===== config.mk =====
export PLATFORM = sky130hd
export DESIGN_NAME = backoff_spin_ctrl
export DESIGN_NICKNAME = d
export VERILOG_FILES = /design/src/rtl/backoff_pkg.sv /design/src/rtl/backoff_count.sv /design/src/rtl/backoff_load.sv /design/src/rtl/backoff_timer.sv /design/src/rtl/backoff_spin_ctrl.sv
export SDC_FILE = /design/constraint.sdc
export NUM_CORES = 1
export LEC_CHECK = 0
export BUFFER_PORTS_ARGS = -buffer_cell sky130_fd_sc_hd__clkbuf_2
export CAP_MARGIN = 40
export CORE_MARGIN = 5
export CORE_UTILIZATION = 48
export DETAILED_ROUTE_END_ITERATION = 6
export PLACE_DENSITY_LB_ADDON = 0.3
export SYNTH_ARGS = -nofsm -noshare
export SYNTH_HDL_FRONTEND = slang
export SYNTH_SLANG_ARGS = --single-unit

===== constraint.sdc =====
create_clock -name clk_i -period 5.2 [get_ports clk_i]
set_clock_uncertainty 0.15 [all_clocks]
set_input_delay 0.52 -clock clk_i [delete_from_list [all_inputs] [get_ports clk_i]]
set_output_delay 0.52 -clock clk_i [all_outputs]
set_load 0.1 [all_outputs]

===== src/rtl/backoff_pkg.sv =====
package backoff_pkg;
  typedef enum logic {
    SPIN_LOOP  = 1'b0,
    SPIN_PAUSE = 1'b1
  } spin_mode_e;

  function automatic int max2(int a, int b);
    return (a > b) ? a : b;
  endfunction
endpackage


===== src/rtl/backoff_count.sv =====
module backoff_count #(
  parameter int CNT_W = 14,
  parameter int LIMIT = 4096
) (
  input  logic             clk_i,
  input  logic             rst_ni,
  input  logic             load_one_i,
  input  logic             adv_i,
  output logic [CNT_W-1:0] cnt_o
);
  localparam logic [CNT_W-1:0] Lim = CNT_W'(LIMIT);
  localparam logic [CNT_W-1:0] One = CNT_W'(1);

  logic [CNT_W-1:0] cnt_q;

  always_ff @(posedge clk_i or negedge rst_ni) begin
    if (!rst_ni)         cnt_q <= One;
    else if (load_one_i) cnt_q <= One;
    else if (adv_i)      cnt_q <= (cnt_q > Lim) ? cnt_q : (cnt_q << 1);
  end

  assign cnt_o = cnt_q;
endmodule


===== src/rtl/backoff_load.sv =====
module backoff_load
  import backoff_pkg::*;
#(
  parameter int CNT_W       = 14,
  parameter int UNIT_CYCLES = 128,
  parameter int PAUSE_SHIFT = 7,
  parameter int GRAN_SHIFT  = 3,
  parameter int MAJ_W       = 18,
  parameter int MIN_W       = 7,
  parameter int PV_W        = 21
) (
  input  spin_mode_e       mode_i,
  input  logic [CNT_W-1:0] cnt_i,
  output logic [MAJ_W-1:0] maj_o,
  output logic [MIN_W-1:0] min_rld_o,
  output logic [PV_W-1:0]  pause_val_o
);
  localparam logic [MIN_W-1:0] UnitRld = MIN_W'(UNIT_CYCLES - 1);
  localparam logic [MIN_W-1:0] GranRld = MIN_W'((1 << GRAN_SHIFT) - 1);

  logic [PV_W-1:0] ticks;

  assign pause_val_o = PV_W'(cnt_i) << PAUSE_SHIFT;
  assign ticks       = pause_val_o >> GRAN_SHIFT;

  always_comb begin
    if (mode_i == SPIN_LOOP) begin
      // count+1 units: major runs count..0
      maj_o     = MAJ_W'(cnt_i);
      min_rld_o = UnitRld;
    end else if (ticks == '0) begin
      maj_o     = '0;
      min_rld_o = '0;
    end else begin
      maj_o     = MAJ_W'(ticks - PV_W'(1));
      min_rld_o = GranRld;
    end
  end
endmodule


===== src/rtl/backoff_timer.sv =====
module backoff_timer #(
  parameter int MAJ_W = 18,
  parameter int MIN_W = 7
) (
  input  logic             clk_i,
  input  logic             rst_ni,
  input  logic             start_i,
  input  logic [MAJ_W-1:0] maj_i,
  input  logic [MIN_W-1:0] min_rld_i,
  output logic             busy_o,
  output logic             done_o
);
  logic [MAJ_W-1:0] maj_q;
  logic [MIN_W-1:0] min_q, rld_q;
  logic             busy_q;

  assign done_o = busy_q && (maj_q == '0) && (min_q == '0);
  assign busy_o = busy_q;

  always_ff @(posedge clk_i or negedge rst_ni) begin
    if (!rst_ni) begin
      busy_q <= 1'b0;
      maj_q  <= '0;
      min_q  <= '0;
      rld_q  <= '0;
    end else if (start_i) begin
      busy_q <= 1'b1;
      maj_q  <= maj_i;
      min_q  <= min_rld_i;
      rld_q  <= min_rld_i;
    end else if (busy_q) begin
      if (done_o) begin
        busy_q <= 1'b0;
      end else if (min_q != '0) begin
        min_q <= min_q - MIN_W'(1);
      end else begin
        maj_q <= maj_q - MAJ_W'(1);
        min_q <= rld_q;
      end
    end
  end
endmodule


===== src/rtl/backoff_spin_ctrl.sv =====
module backoff_spin_ctrl
  import backoff_pkg::*;
#(
  parameter int CNT_W       = 14,
  parameter int LIMIT       = 4096,
  parameter int UNIT_CYCLES = 128,
  parameter int PAUSE_SHIFT = 7,
  parameter int GRAN_SHIFT  = 3,
  localparam int PV_W       = CNT_W + PAUSE_SHIFT
) (
  input  logic            clk_i,
  input  logic            rst_ni,
  input  logic            setup_i,
  input  logic            retry_i,
  input  logic            mode_i,
  output logic            busy_o,
  output logic            done_o,
  output logic            pause_vld_o,
  output logic [PV_W-1:0] pause_val_o
);
  localparam int MAJ_W = max2(CNT_W, max2(PV_W - GRAN_SHIFT, 1));
  localparam int MIN_W = max2(max2($clog2(UNIT_CYCLES), GRAN_SHIFT), 1);

  logic             busy, done, start, load_one;
  logic [CNT_W-1:0] cnt;
  logic [MAJ_W-1:0] maj;
  logic [MIN_W-1:0] min_rld;
  logic [PV_W-1:0]  pv_d, pv_q;
  logic             pvld_q;
  spin_mode_e       mode;

  assign mode     = spin_mode_e'(mode_i);
  assign load_one = setup_i && !busy;
  assign start    = retry_i && !setup_i && !busy;

  backoff_count #(.CNT_W(CNT_W), .LIMIT(LIMIT)) u_count (
    .clk_i, .rst_ni, .load_one_i(load_one), .adv_i(done), .cnt_o(cnt)
  );

  backoff_load #(
    .CNT_W(CNT_W), .UNIT_CYCLES(UNIT_CYCLES), .PAUSE_SHIFT(PAUSE_SHIFT),
    .GRAN_SHIFT(GRAN_SHIFT), .MAJ_W(MAJ_W), .MIN_W(MIN_W), .PV_W(PV_W)
  ) u_load (
    .mode_i(mode), .cnt_i(cnt), .maj_o(maj), .min_rld_o(min_rld), .pause_val_o(pv_d)
  );

  backoff_timer #(.MAJ_W(MAJ_W), .MIN_W(MIN_W)) u_timer (
    .clk_i, .rst_ni, .start_i(start), .maj_i(maj), .min_rld_i(min_rld),
    .busy_o(busy), .done_o(done)
  );

  always_ff @(posedge clk_i or negedge rst_ni) begin
    if (!rst_ni) begin
      pvld_q <= 1'b0;
      pv_q   <= '0;
    end else begin
      pvld_q <= start && (mode == SPIN_PAUSE);
      if (start) pv_q <= pv_d;
    end
  end

  assign busy_o      = busy;
  assign done_o      = done;
  assign pause_vld_o = pvld_q;
  assign pause_val_o = pv_q;
endmodule


; Yosys cells after proc, flatten, opt, wreduce, memory -nomap -nowiden
; Index checks and enable logic that the tools add are counted.
[totals]
in_bits = 5
elab_cells = 49
regBits = 62
output_inout_bits = 24
[classes]
addsub = 3
muxes = 18
order_cmp = 1
n_eq_ne = 3
n_reduce_logical = 17
[ops]
columns = operator, count
row1 = $mux W18, 6
row2 = $mux W14, 3
row3 = $sub A18 B1 Y18 const B, 2
row4 = $mux W7, 5
row5 = $logic_not A21 Y1, 1
row6 = $logic_not A18 Y1, 1
row7 = $gt A14 B13 Y1 const B, 1
row8 = $logic_not A7 Y1, 1
row9 = $reduce_bool A7 Y1, 1
row10 = $sub A7 B1 Y7 const B, 1
row11 = $logic_and A1 B1 Y1, 6
row12 = $ne A2 B2 Y1 const B, 2
row13 = $reduce_and A2 Y1, 2
row14 = $reduce_bool A2 Y1, 2
row15 = $mux W1, 3
row16 = $mux W3, 1
row17 = $reduce_and A3 Y1, 1
row18 = $logic_not A1 Y1, 2
row19 = $ne A2 B1 Y1 const B, 1

; Depth between registers and ports, before layout
; Gate-level depths: netlist of run 1.
[depth]
ltp_word = 6
mapped_depth = 9
depth_no_buf = 7

; By module
; Synthesis of run 1 repeated with hierarchy kept, for this count alone.
[unflattened]
hier_cells = 413
area_unflattened_um2 = 4150.2
[by_module_without_submodules]
columns = module, cells_each, seq_area_each_um2, area_per_inst_um2, n_inst
row1 = backoff_timer, 210, 825.8, 1959.4, 1
row2 = backoff_spin_ctrl, 48, 550.5, 840.8, 1
row3 = backoff_load, 89, 0.0, 684.4, 1
row4 = backoff_count, 66, 351.6, 665.6, 1

; Least setup slack after synthesis of run 1
; OpenSTA, ideal clock, no wires.
[synth_path]
path_kind = flip-flop to flip-flop
from = register u_timer.busy_q, in the netlist u_timer.busy_o
to = register u_count.cnt_q[13], in the netlist u_count.cnt_o[13]
required_time_ns = 4.959
path_buffers = 0
period_less_slack_ns = 5.379
setup_time_ns = 0.091
stages_incl_launch_ff = 6
t_arrival_ns = 5.137
slack_ns = -0.179
path_cell_list = dfrtp_1 -> nor4bb_1 -> nand2_1 -> nor4_1 -> a41oi_1 -> a21oi_1
[synth_via]
elab_chain_len = 4
elab_cells_between_ends = 8
cone_classes = 1 x eq/ne / 1 x mux / 6 x reduce/logical
[synth_rtl]
columns = element, line_no
row1 = "start, declared", backoff_timer.sv:15  ; logic busy_q;
row2 = "start signal, assigned", backoff_timer.sv:22  ; busy_q <= 1'b0;
row3 = "start signal, assigned", backoff_timer.sv:27  ; busy_q <= 1'b1;
row4 = "start signal, assigned", backoff_timer.sv:33  ; busy_q <= 1'b0;
row5 = $logic_and A1 B1 Y1 (2 in series), backoff_timer.sv:17  ; assign done_o = busy_q && (maj_q == '0) && (min_q == '0);
row6 = named net done_o, backoff_spin_ctrl.sv:17  ; output logic done_o,
row7 = $reduce_bool A2 Y1 (no source line), n/a
row8 = $reduce_and A2 Y1 (no source line), n/a
row9 = "end signal, assigned", backoff_count.sv:17  ; if (!rst_ni) cnt_q <= One;
row10 = "end signal, assigned", backoff_count.sv:18  ; else if (load_one_i) cnt_q <= One;
row11 = "end signal, assigned", backoff_count.sv:19  ; else if (adv_i) cnt_q <= (cnt_q > Lim) ? cnt_q : (cnt_q << 1);
row12 = "end, declared", backoff_count.sv:14  ; logic [CNT_W-1:0] cnt_q;
; The timed path passes the listed nets, and every way through them passes these cells.
; A chain may end at the register's enable or synchronous reset.

; Final worst setup path of run 1
[layout_path]
from = register u_timer.maj_q[0]
to = output port done_o
[layout_via]
elab_chain_len = 3
[layout_rtl]
columns = element, line_no
row1 = "start, declared", backoff_timer.sv:13  ; logic [MAJ_W-1:0] maj_q;
row2 = "start signal, assigned", backoff_timer.sv:28  ; maj_q <= maj_i;
row3 = "start signal, assigned", backoff_timer.sv:37  ; maj_q <= maj_q - MAJ_W'(1);
row4 = $logic_not A18 Y1, backoff_timer.sv:17
row5 = $logic_and A1 B1 Y1 (2 in series), backoff_timer.sv:17
row6 = "end, declared", backoff_spin_ctrl.sv:17
; Every way passes these cells.

==> results of run 1 <==
==> Yosys cell counts, drive strengths merged, types with 7 or more instances <==
cell / count
nand2: 69
nor3: 16
nor2: 25
nand3: 9
a21oi: 15
o21ai: 27
buf: 14
dfrtp: 56
nor4: 7
clkbuf: 14
mux2i: 13
inv: 11
a31oi: 12
==> power breakdown <==
group / internal (mW) / leakage, nW / total [mW] / switching [mW]
Clock: 0.307 / 0.116 / 0.483 / 0.176
Sequential: 0.481 / 0.746 / 0.523 / 0.0422
Combinational: 0.0783 / 0.847 / 0.195 / 0.117
==> layout make-up <==
| cell class | count | share of cell area |
|---|---|---|
| multi-input cells | 286 | 0.4737 |
| repair buffers | 24 | 0.03540 |
| flip-flops and latches | 57 | 0.3847 |
| inverters | 12 | 0.01214 |
| well taps | 96 | 0.03237 |
| clock buffers | 13 | 0.04552 |
| clock inverters | 2 | 0.01618 |
==> how the worst max path moves through the flow <==
stage                                      start                             to  slack, ps  cells after the start
floorplan               u_timer.busy_o$_DFF_PN0_  u_count.cnt_o[13]$_DFFE_PN0P_       1130                      5
global placement    u_timer.maj_q[0]$_DFFE_PN0P_                         done_o       2120                      6
detailed placement  u_timer.maj_q[0]$_DFFE_PN0P_                         done_o       2150                      6
CTS                 u_timer.maj_q[0]$_DFFE_PN0P_                         done_o       1780                      6
global route        u_timer.maj_q[0]$_DFFE_PN0P_                         done_o       1610                      6
finish              u_timer.maj_q[0]$_DFFE_PN0P_                         done_o       1750                      6
==> kinds of logic (layout without fill, tap and decap cells) <==
family / count (synthesis) / after routing / share of synthesized area
buf+inv: 40 / 51 / 0.06044
xor+xnor: 9 / 9 / 0.02351
compound gates: 96 / 96 / 0.1996
simple gates: 156 / 156 / 0.2325
flops: 57 / 57 / 0.4257
mux: 14 / 14 / 0.04216
other cells: 1 / 7 / 0.001118
fa+ha+maj: 4 / 4 / 0.01493
==> layout by cell type, fill, tap and decap left out, types with 5 or more instances in the layout <==
cell                       Yosys  final
sky130_fd_sc_hd__a21oi_1      15     15
sky130_fd_sc_hd__nor4_1        6      5
sky130_fd_sc_hd__nand2_1      69     69
sky130_fd_sc_hd__inv_1        11     11
sky130_fd_sc_hd__conb_1        1      7
sky130_fd_sc_hd__nor3_1       16     16
sky130_fd_sc_hd__a22o_1        5      5
sky130_fd_sc_hd__nor2_1       24     24
sky130_fd_sc_hd__clkbuf_2      0     21
sky130_fd_sc_hd__mux2i_1      13     13
sky130_fd_sc_hd__o21ai_0      25     25
sky130_fd_sc_hd__nand3_1       9      9
sky130_fd_sc_hd__clkbuf_8      0     12
sky130_fd_sc_hd__a31oi_1      12     12
sky130_fd_sc_hd__dfrtp_1      56     56
sky130_fd_sc_hd__xor2_1        6      6
==> critical path, cell delays in order, from the launching register on <==
cell	delay, ps
sky130_fd_sc_hd__dfrtp_1	400
sky130_fd_sc_hd__inv_1	80
sky130_fd_sc_hd__ha_1	190
sky130_fd_sc_hd__nor4b_2	370
sky130_fd_sc_hd__nand4_1	430
sky130_fd_sc_hd__nor4_2	450
sky130_fd_sc_hd__clkbuf_2	530
==> per-layer routing <==
| metal | wire [µm] | up-vias | GRT usage |
|---|---|---|---|
| met3 | 458 | 19 | 0.02816 |
| li1 | - | 1384 | - |
| met2 | 4094 | 125 | 0.3371 |
| met5 | 0 | - | 0 |
| met4 | 225 | 0 | 0.1119 |
| met1 | 3763 | 1399 | 0.2773 |
==> per-stage QoR <==
step	hold WS, ps	utilization	instance area [µm²]	worst slack, ps	total power, mW
2_1_floorplan	74.41	-	3382	1131	0.6805
3_3_place_gp	314.0	0.5109	3471	2116	0.7181
3_5_place_dp	316.5	0.5125	3482	2153	0.7255
4_1_cts	190.0	0.5462	3711	1778	1.204
5_1_grt	238.3	0.5462	3711	1609	1.256
6_report	170.5	0.5462	3711	1753	1.201
==> registers in the layout, summed over array words and instances, names as in the netlist <==
signal          count
pause_val_o        14
u_count.cnt_o      14
u_timer.maj_q      18
u_timer.busy_o      1
u_timer.rld_q       2
u_timer.min_q       7
pause_vld_o         1
==> impl_metrics.csv, run 1 <==
group,metric,value,unit
logic_synthesis,synthesis.yosys.warnings,0,
logic_synthesis,post_synth_main_area_contributors,"sky130_fd_sc_hd__dfrtp_1 42%, sky130_fd_sc_hd__nand2_1 7.7%, sky130_fd_sc_hd__mux2i_1 3.9%, sky130_fd_sc_hd__o21ai_0 3.7%, sky130_fd_sc_hd__nor2_1 2.7%",
sta,timing_max_transition_violations_final,0,
clock_tree,cts_sinks,57,
routing,drcViolationCount,0,
clock_tree,cts_tree,"built",
logic_synthesis,post-synth-top-area-fraction,0.4179,
routing,vias_per_cell,5.973,
job,drv.max_cap_violation_count,0,
placement,post-dp-hpwl,5.849,mm
global_routing,grt_start_max_net_pins,58,
floorplanning,start_util,0.4936,
layout,post_route_cells_drive_above_1_share,0.1447,
layout,count_of_nets_after_finishing,399,
floorplanning,design.portCount,29,
floorplanning,die_w,93.58,µm
power_and_ir_drop,worst_ir_drop_vdd,0.0001524,V
global_routing,grt_antenna_before_repair,0,
logic_synthesis,synth-async-reset-ratio,1.000,
layout,multiInputGateArea,0.001758,mm²
routing,vias,2927,
clock_tree,cts.root.buffer_cell,"sky130_fd_sc_hd__clkbuf_8",
placement,finalWeightedCongestion,0.9106,
floorplanning,die_area,0.008757,mm²
sta,period_minus_slack,3447,ps
sta,finalSetupViolCount,0,
sta,layout_worst_path_cycle_share,0.6628,
power_and_ir_drop,cellLeakagePower,1.710,nW
logic_synthesis,synth.ff_latch_count,57,
hold_path,min_path_type,"in -> async",
sta,finalHoldViolCount,0,
placement,port_buffers,21,
sta,grt_setup_unrepaired,"false",
run_status,status,"finished, final reports clean",
clock_tree,cts-htree-levels,3,
critical_path,worst-endpoint-arrival,2780,ps
logic_synthesis,synth_area,0.003353,mm²
global_routing,vias_in_the_first_global_route,2938,
critical_path,cp_max_fo,6,
floorplanning,die_height,93.58,µm
floorplanning,core,0.006794,mm²
critical_path,crit-reg2reg-capture,"u_timer.maj_q[8]$_DFFE_PN0P_",
critical_path,cp-start-kind,"flip-flop",
logic_synthesis,synth-main-ff-cell,"sky130_fd_sc_hd__dfrtp_1",
clock_tree,post-cts-setup-buffers,0,
critical_path,reg2reg_depth,6,
logic_synthesis,ys_types,72,
sta,max_clock_freq,290.1,MHz
placement,dp.cells,475,
clock_tree,post_cts_resize_count,0,
layout,n_antenna_cell,0,
clock_tree,ctsLongestPathBuffers,2,
critical_path,timing.rr.start,"u_timer.busy_o$_DFF_PN0_",
sta,tightest_slew,907.6,ps
critical_path,timing.reg2reg.setup_slack,2270,ps
layout,synthToLayoutAreaGrowth,10.67,%
routing,drtPass1Iterations,6,
critical_path,end_kind,"output port",
sta,max-slew-margin-rel,0.3926,
clock_tree,holdBufCountCts,0,
global_routing,grtUsageTotal,0.2108,
global_routing,grt_overflow,0,
critical_path,timing.setup.critical_path_class,"reg -> out",
logic_synthesis,post_synth_edffs,0,
clock_tree,clock_latency,340,ps
routing,detail_route.wl_per_cell,17.43,µm
logic_synthesis,avgSynthCellArea,8.894,µm²
logic_synthesis,sequential_share_of_the_synthesized_area,0.4257,
critical_path,crit_required,4530,ps
routing,drt-total-wl,8.541,mm
floorplanning,std_cell_rows,30,
layout,final-seq-area,0.001428,mm²
global_routing,grt_pass1_wl,14.47,mm
layout,fillcell_total,624,
routing,drt_first_iter_violations,265,
routing,ant_nets,0,
logic_synthesis,synth_largest_area_cell,"sky130_fd_sc_hd__dfrtp_1",
power_and_ir_drop,powerDensity,323.8,mW/mm²
logic_synthesis,syn-instance-count,377,
sta,finalSetupTns,0,ps
layout,final_cell_count_no_fill,490,
clock_tree,cts-buffers-inserted,9,
clock_tree,clkSlewWorstSetupHoldPaths,60,ps
(Power assumes the default switching activity.)
==> inputs of run 2 (changes only) <==
- ABC_AREA: unset -> 1
- clock period: 5.2 -> 3.3 ns (I/O delays scaled with it)
==> run 2 against run 1 <==
Effect of this change:
- wire length grew 16%
- total power grew to 3.7 times the previous value
- largest power group is now combinational cells
- first-iteration DRC count shrank 19%
- highest routed layer unchanged
- utilization shrank 0.91 points
- critical path type unchanged
- sequential power grew to 2.6 times the previous value
- clock power grew 21%
- count of clock-buffer cells in the layout shrank 3
- non-clock buffer count grew 4
- critical endpoint unchanged
- sequential share of layout area shrank 4.1 points
==> impl_metrics.csv, run 2 <==
group,metric,value,unit
logic_synthesis,synthXorXnorAreaFrac,0.01833,
logic_synthesis,synth-compound-area-share,0.06383,
global_routing,grt_overflow,0,
routing,detail_route.wl_per_cell,14.26,µm
layout,top_register,"u_timer.maj_q",
layout,synthToLayoutAreaGrowth,8.576,%
logic_synthesis,synth.cells.most_frequent,"216 x sky130_fd_sc_hd__nand2_1, 61 x sky130_fd_sc_hd__inv_1, 56 x sky130_fd_sc_hd__dfrtp_1",
floorplanning,core,0.007727,mm²
power_and_ir_drop,worst_ir_drop_vdd,0.0008546,V
clock_tree,cts-buffers-inserted,9,
sta,tightest_slew,556.7,ps
global_routing,grtUsageTotal,0.2167,
sta,timing_max_transition_violations_final,0,
logic_synthesis,post_synth_main_area_contributors,"sky130_fd_sc_hd__dfrtp_1 37%, sky130_fd_sc_hd__nand2_1 21%, sky130_fd_sc_hd__nand3_1 6.5%, sky130_fd_sc_hd__inv_1 6.0%, sky130_fd_sc_hd__nor2_1 4.8%",
layout,fillcell_total,765,
critical_path,timing.setup.critical_path_class,"reg -> out",
global_routing,grt_pass1_wl,16.99,mm
layout,layout_common_cells,"216 x sky130_fd_sc_hd__nand2_1, 61 x sky130_fd_sc_hd__inv_1, 56 x sky130_fd_sc_hd__dfrtp_1",
global_routing,grt_start_max_net_pins,50,
sta,finalHoldViolCount,0,
power_and_ir_drop,cellLeakagePower,2.285,nW
power_and_ir_drop,powerDensity,1073,mW/mm²
sta,grt_setup_unrepaired,"false",
critical_path,cp_max_fo,14,
sta,max_clock_freq,336.6,MHz
clock_tree,ctsLongestPathBuffers,2,
logic_synthesis,synth_area,0.003822,mm²
hold_path,min_path_type,"in -> async",
layout,final_area,0.004150,mm²
floorplanning,die_w,99.24,µm
routing,vias,3630,
sta,finalSetupTns,0,ps
critical_path,worst-endpoint-arrival,2490,ps
placement,post_dp_cell_area,0.003968,mm²
logic_synthesis,synth-main-ff-cell,"sky130_fd_sc_hd__dfrtp_1",
logic_synthesis,post_synth_edffs,0,
logic_synthesis,synth-async-reset-ratio,1.000,
sta,max-slew-margin-rel,0.6280,
floorplanning,start_util,0.4947,
logic_synthesis,synth_mux_area_frac,0,
placement,post-dp-hpwl,7.353,mm
routing,drtPass1Iterations,5,
logic_synthesis,syn-instance-count,565,
layout,mostFrequentLayoutCell,"sky130_fd_sc_hd__nand2_1",
sta,period_minus_slack,2971,ps
routing,drcViolationCount,0,
sta,finalSetupViolCount,0,
critical_path,crit-reg2reg-capture,"u_timer.maj_q[16]$_DFFE_PN0P_",
routing,ant_nets,0,
logic_synthesis,synth.ff_latch_count,57,
clock_tree,clock_latency,360,ps
power_and_ir_drop,power_switching_share,0.5597,
power_and_ir_drop,seqPwrFrac,0.309,
logic_synthesis,yosys.cell_count.top_type,"sky130_fd_sc_hd__nand2_1",
power_and_ir_drop,power.combinational.fraction,0.560,
clock_tree,cts-htree-levels,3,
logic_synthesis,synth_largest_area_cell,"sky130_fd_sc_hd__dfrtp_1",
critical_path,timing.reg2reg.setup_slack,860,ps
routing,drt_first_iter_violations,214,
routing,vias_per_cell,5.238,
power_and_ir_drop,pint,1.962,mW
critical_path,worst_setup_path_startpoint,"u_timer.maj_q[0]$_DFFE_PN0P_",
clock_tree,cts_tree,"built",
clock_tree,cts_sinks,57,
power_and_ir_drop,p_clk_frac,0.131,
logic_synthesis,synthesis.yosys.warnings,0,
logic_synthesis,synth-adder-area-share,0.01309,
clock_tree,post-cts-setup-buffers,0,
clock_tree,cts.root.buffer_cell,"sky130_fd_sc_hd__clkbuf_8",
logic_synthesis,post-synth-top-area-fraction,0.3666,
layout,count_of_nets_after_finishing,595,
job,drv.max_cap_violation_count,0,
run_status,status,"finished, final reports clean",
routing,drt-total-wl,9.882,mm
global_routing,grt_antenna_before_repair,0,
critical_path,timing.rr.start,"u_count.cnt_o[0]$_DFFE_PN1P_",
critical_path,reg2reg_depth,11,
layout,final_core_util,0.5371,
sta,layout_worst_path_cycle_share,0.9002,
floorplanning,die_area,0.009848,mm²
global_routing,vias_in_the_first_global_route,3562,
layout,largest_register_ffs,18,
critical_path,cp-start-kind,"flip-flop",
power_and_ir_drop,total_switching_power,2.493,mW
critical_path,crit_required,2820,ps
placement,port_buffers,21,
logic_synthesis,ys_types,34,
placement,finalWeightedCongestion,0.9777,
floorplanning,die_height,99.24,µm
critical_path,endpoint,"done_o",
layout,post_route_cells_drive_above_1_share,0.1252,
clock_tree,clkSlewWorstSetupHoldPaths,70,ps
layout,n_antenna_cell,0,
floorplanning,design.portCount,29,
logic_synthesis,sequential_share_of_the_synthesized_area,0.3735,
logic_synthesis,main_combinational_cell_family_by_area_after_synthesis,"simple AND/OR/NAND/NOR gates",
logic_synthesis,synth_simple_gate_area_share,0.4255,
critical_path,end_kind,"output port",
floorplanning,std_cell_rows,32,
logic_synthesis,avgSynthCellArea,6.765,µm²
-- run 2: power groups by stage --
stage                     Sequential, mW  Clock [mW]  Combinational (mW)
after floorplan                     1.87           0                1.49
after global placement              1.38           0                2.45
after detailed placement            1.38           0                2.49
after CTS                           1.37       0.596                2.50
after global routing                1.42       0.633                2.81
final                               1.38       0.585                2.49
-- run 2: stage by stage --
step	setup WS, ps	hold WS [ps]	cells	total power [mW]
6_report	329.3	167.0	693	4.455
5_1_grt	148.7	165.6	693	4.855
2_1_floorplan	397.4	-115.6	571	3.359
4_1_cts	343.1	156.7	693	4.464
3_3_place_gp	816.7	315.8	675	3.825
3_5_place_dp	734.7	4.614	676	3.868
-- run 2: final cells by class --
type / count / area (µm²) / share of cell area
tap: 102 / 127.6 / 0.03075
timing repair buffer: 28 / 172.7 / 0.04160
clock buffer: 10 / 127.6 / 0.03075
inverter: 62 / 232.7 / 0.05607
multi-input combinational: 428 / 2017 / 0.4860
clock inverter: 6 / 45.04 / 0.01085
sequential: 57 / 1428 / 0.3440
-- run 2: worst min-delay path by stage --
stage / endpoint / slack [ps] / cells after the start
2_1_floorplan: pause_val_o[10]$_DFFE_PN0P_ / -120 / 0
3_3_place_gp: u_timer.maj_q[0]$_DFFE_PN0P_ / 320 / 2
3_5_place_dp: u_timer.min_q[4]$_DFFE_PN0P_ / 5 / 1
4_1_cts: u_timer.min_q[4]$_DFFE_PN0P_ / 160 / 2
5_1_grt: u_timer.min_q[4]$_DFFE_PN0P_ / 170 / 2
6_report: u_timer.min_q[4]$_DFFE_PN0P_ / 170 / 2
-- run 2: routing by layer --
layer / global-route usage / up-vias / share of wire
met5: 0 / - / 0
met4: 0.1208 / 0 / 0.036
met3: 0.03366 / 25 / 0.038
met2: 0.3445 / 86 / 0.47
met1: 0.2819 / 1705 / 0.46
li1: - / 1814 / -
-- run 2: timing repair --
action / CTS / global route
endpoints found under the hold margin: 34 / 0
hold buffers: 1 / 0
gates resized for setup: 0 / 0
-- run 2: kinds of logic after synthesis --
logic type	after synthesis
adder cells (fa/ha/maj)	4
AO/OA/AOI/OAI	44
other	1
flip-flops	57
buffers and inverters	86
AND/OR/NAND/NOR	365
XOR/XNOR	8
-- run 2: worst max-delay path: stages, from the launching register on --
cell	delay, ps
sky130_fd_sc_hd__dfrtp_1	380
sky130_fd_sc_hd__inv_1	120
sky130_fd_sc_hd__ha_1	220
sky130_fd_sc_hd__nand2_1	120
sky130_fd_sc_hd__nor2_2	200
sky130_fd_sc_hd__nand4_1	160
sky130_fd_sc_hd__nor2_4	330
sky130_fd_sc_hd__nand2_1	90
sky130_fd_sc_hd__inv_1	60
sky130_fd_sc_hd__clkbuf_2	440
==> inputs of run 3 (changes only) <==
- CORE_ASPECT_RATIO: unset -> 2
- CTS_BUF_LIST: unset -> sky130_fd_sc_hd__clkbuf_4
==> run 3 against run 2 <==
Effect of this change:
- utilization decreased by 2.0 points
- combinational power increased by 3%
- global-route usage increased by 2.1 points
- cell area decreased by 1.8%
- non-clock buffer count unchanged
- critical path type unchanged
- first-iteration DRC count decreased by 5.1%
==> impl_metrics.csv, run 3 (same netlist as run 2, synthesis figures left out) <==
group,metric,value,unit
job,drv.max_cap_violation_count,0,
critical_path,crit_required,2820,ps
clock_tree,ctsLongestPathBuffers,2,
layout,count_of_nets_after_finishing,595,
clock_tree,post_cts_resize_count,0,
global_routing,vias_in_the_first_global_route,3613,
sta,finalSetupTns,0,ps
critical_path,cp_max_fo,14,
sta,post-route-worst-setup-slack,231.2,ps
clock_tree,holdBufCountCts,1,
routing,drtPass1Iterations,5,
clock_tree,cts_tree,"built",
floorplanning,core,0.007885,mm²
critical_path,reg2reg_depth,11,
layout,largest_register_ffs,18,
layout,top_register,"u_timer.maj_q",
global_routing,grt_antenna_before_repair,0,
placement,port_buffers,21,
clock_tree,cts.root.buffer_cell,"sky130_fd_sc_hd__clkbuf_4",
sta,max-slew-margin-rel,0.5655,
layout,final_core_util,0.5170,
critical_path,timing.reg2reg.setup_slack,850,ps
power_and_ir_drop,p_clk_frac,0.105,
power_and_ir_drop,worst_ir_drop_vdd,0.0009647,V
layout,n_antenna_cell,0,
power_and_ir_drop,cellLeakagePower,2.257,nW
clock_tree,post-cts-setup-buffers,0,
routing,detail_route.wl_per_cell,15.70,µm
routing,drt_first_iter_violations,203,
critical_path,timing.setup.critical_path_class,"reg -> out",
floorplanning,die_area,0.009956,mm²
routing,drt-total-wl,10.79,mm
clock_tree,cts-htree-levels,3,
global_routing,grt_pass1_wl,17.65,mm
layout,mostFrequentLayoutCell,"sky130_fd_sc_hd__nand2_1",
critical_path,end_kind,"output port",
sta,max_clock_freq,325.9,MHz
placement,finalWeightedCongestion,0.9447,
power_and_ir_drop,powerDensity,1078,mW/mm²
power_and_ir_drop,power_switching_share,0.5790,
sta,finalHoldViolCount,0,
global_routing,grt_start_max_net_pins,35,
power_and_ir_drop,power.combinational.fraction,0.584,
run_status,status,"finished, final reports clean",
sta,period_minus_slack,3069,ps
layout,layout_common_cells,"216 x sky130_fd_sc_hd__nand2_1, 61 x sky130_fd_sc_hd__inv_1, 56 x sky130_fd_sc_hd__dfrtp_1",
critical_path,timing.rr.start,"u_count.cnt_o[0]$_DFFE_PN1P_",
clock_tree,clkSlewWorstSetupHoldPaths,120,ps
floorplanning,die_height,136.2,µm
routing,vias_per_cell,5.295,
floorplanning,std_cell_rows,46,
hold_path,hold_depth,5,
global_routing,grtUsageTotal,0.2379,
power_and_ir_drop,total_power_draw,4.394,mW
critical_path,crit-reg2reg-capture,"u_timer.maj_q[16]$_DFFE_PN0P_",
placement,post_dp_cell_area,0.003948,mm²
global_routing,grt_overflow,0,
routing,ant_nets,0,
floorplanning,design.portCount,29,
placement,post-dp-hpwl,8.409,mm
sta,layout_worst_path_cycle_share,0.9299,
clock_tree,clock_latency,440,ps
floorplanning,die_w,73.10,µm
sta,tightest_slew,651.8,ps
routing,vias,3638,
clock_tree,cts_sinks,57,
power_and_ir_drop,seqPwrFrac,0.311,
placement,post-place-ws,721.0,ps
floorplanning,start_util,0.4848,
hold_path,worst_hold_startpoint,"mode_i",
layout,post_route_cells_drive_above_1_share,0.1269,
power_and_ir_drop,pint,1.850,mW
hold_path,min_path_type,"in -> reg",
sta,finalSetupViolCount,0,
power_and_ir_drop,total_switching_power,2.544,mW
sta,timing_max_transition_violations_final,0,
hold_path,whs_endpoint,"u_timer.maj_q[0]$_DFFE_PN0P_",
sta,grt_setup_unrepaired,"false",
critical_path,cp-start-kind,"flip-flop",
layout,final_area,0.004076,mm²
routing,drcViolationCount,0,
clock_tree,cts-buffers-inserted,9,
critical_path,worst-endpoint-arrival,2590,ps
layout,synthToLayoutAreaGrowth,6.645,%
[run 3: worst max path at each step]
stage,startpoint,endpoint,slack [ps],depth (start not counted)
global placement,u_timer.maj_q[0]$_DFFE_PN0P_,done_o,770,9
global route,u_timer.maj_q[0]$_DFFE_PN0P_,done_o,40,9
finish,u_timer.maj_q[0]$_DFFE_PN0P_,done_o,230,9
floorplan,u_timer.busy_o$_DFF_PN0_,done_o,400,5
detailed placement,u_timer.maj_q[0]$_DFFE_PN0P_,done_o,720,9
CTS,u_timer.maj_q[0]$_DFFE_PN0P_,done_o,230,9
[run 3: cell type report]
cell class	instances	area, µm²
clock buffer	10	75.07
clock inverter	6	43.79
fill	803	3809
inverter	62	232.7
multi-input combinational	428	2017
sequential	57	1428
tap	96	120.1
timing repair buffer	28	160.2
[run 3: power by group through the flow]
stage	combinational (mW)	clock [mW]	sequential [mW]
floorplan	1.49	0	1.87
global placement	2.51	0	1.36
detailed placement	2.55	0	1.37
CTS	2.56	0.472	1.36
global route	2.85	0.505	1.41
finish	2.57	0.461	1.37
[run 3: per-stage QoR]
step / hold WS [ps] / instances
final: 132.3 / 687
after global routing: 174.5 / 687
after CTS: 112.8 / 687
after detailed placement: 252.0 / 670
after global placement: 240.2 / 670
after floorplan: -115.6 / 571
[run 3: worst max-delay path, cell delays in order (launching register included)]
cell	delay [ps]
sky130_fd_sc_hd__dfrtp_1	400
sky130_fd_sc_hd__inv_1	120
sky130_fd_sc_hd__ha_1	220
sky130_fd_sc_hd__nand2_1	120
sky130_fd_sc_hd__nor2_2	190
sky130_fd_sc_hd__nand4_1	160
sky130_fd_sc_hd__nor2_4	320
sky130_fd_sc_hd__nand2_1	100
sky130_fd_sc_hd__inv_1	70
sky130_fd_sc_hd__clkbuf_2	440
[run 3: per-layer routing]
layer / part of all wire / GRT usage / vias to the layer above
met5: 0 / 0 / -
met1: 0.34 / 0.2300 / 1674
li1: - / - / 1814
met3: 0.036 / 0.04811 / 46
met4: 0.082 / 0.1879 / 0
met2: 0.54 / 0.4197 / 104
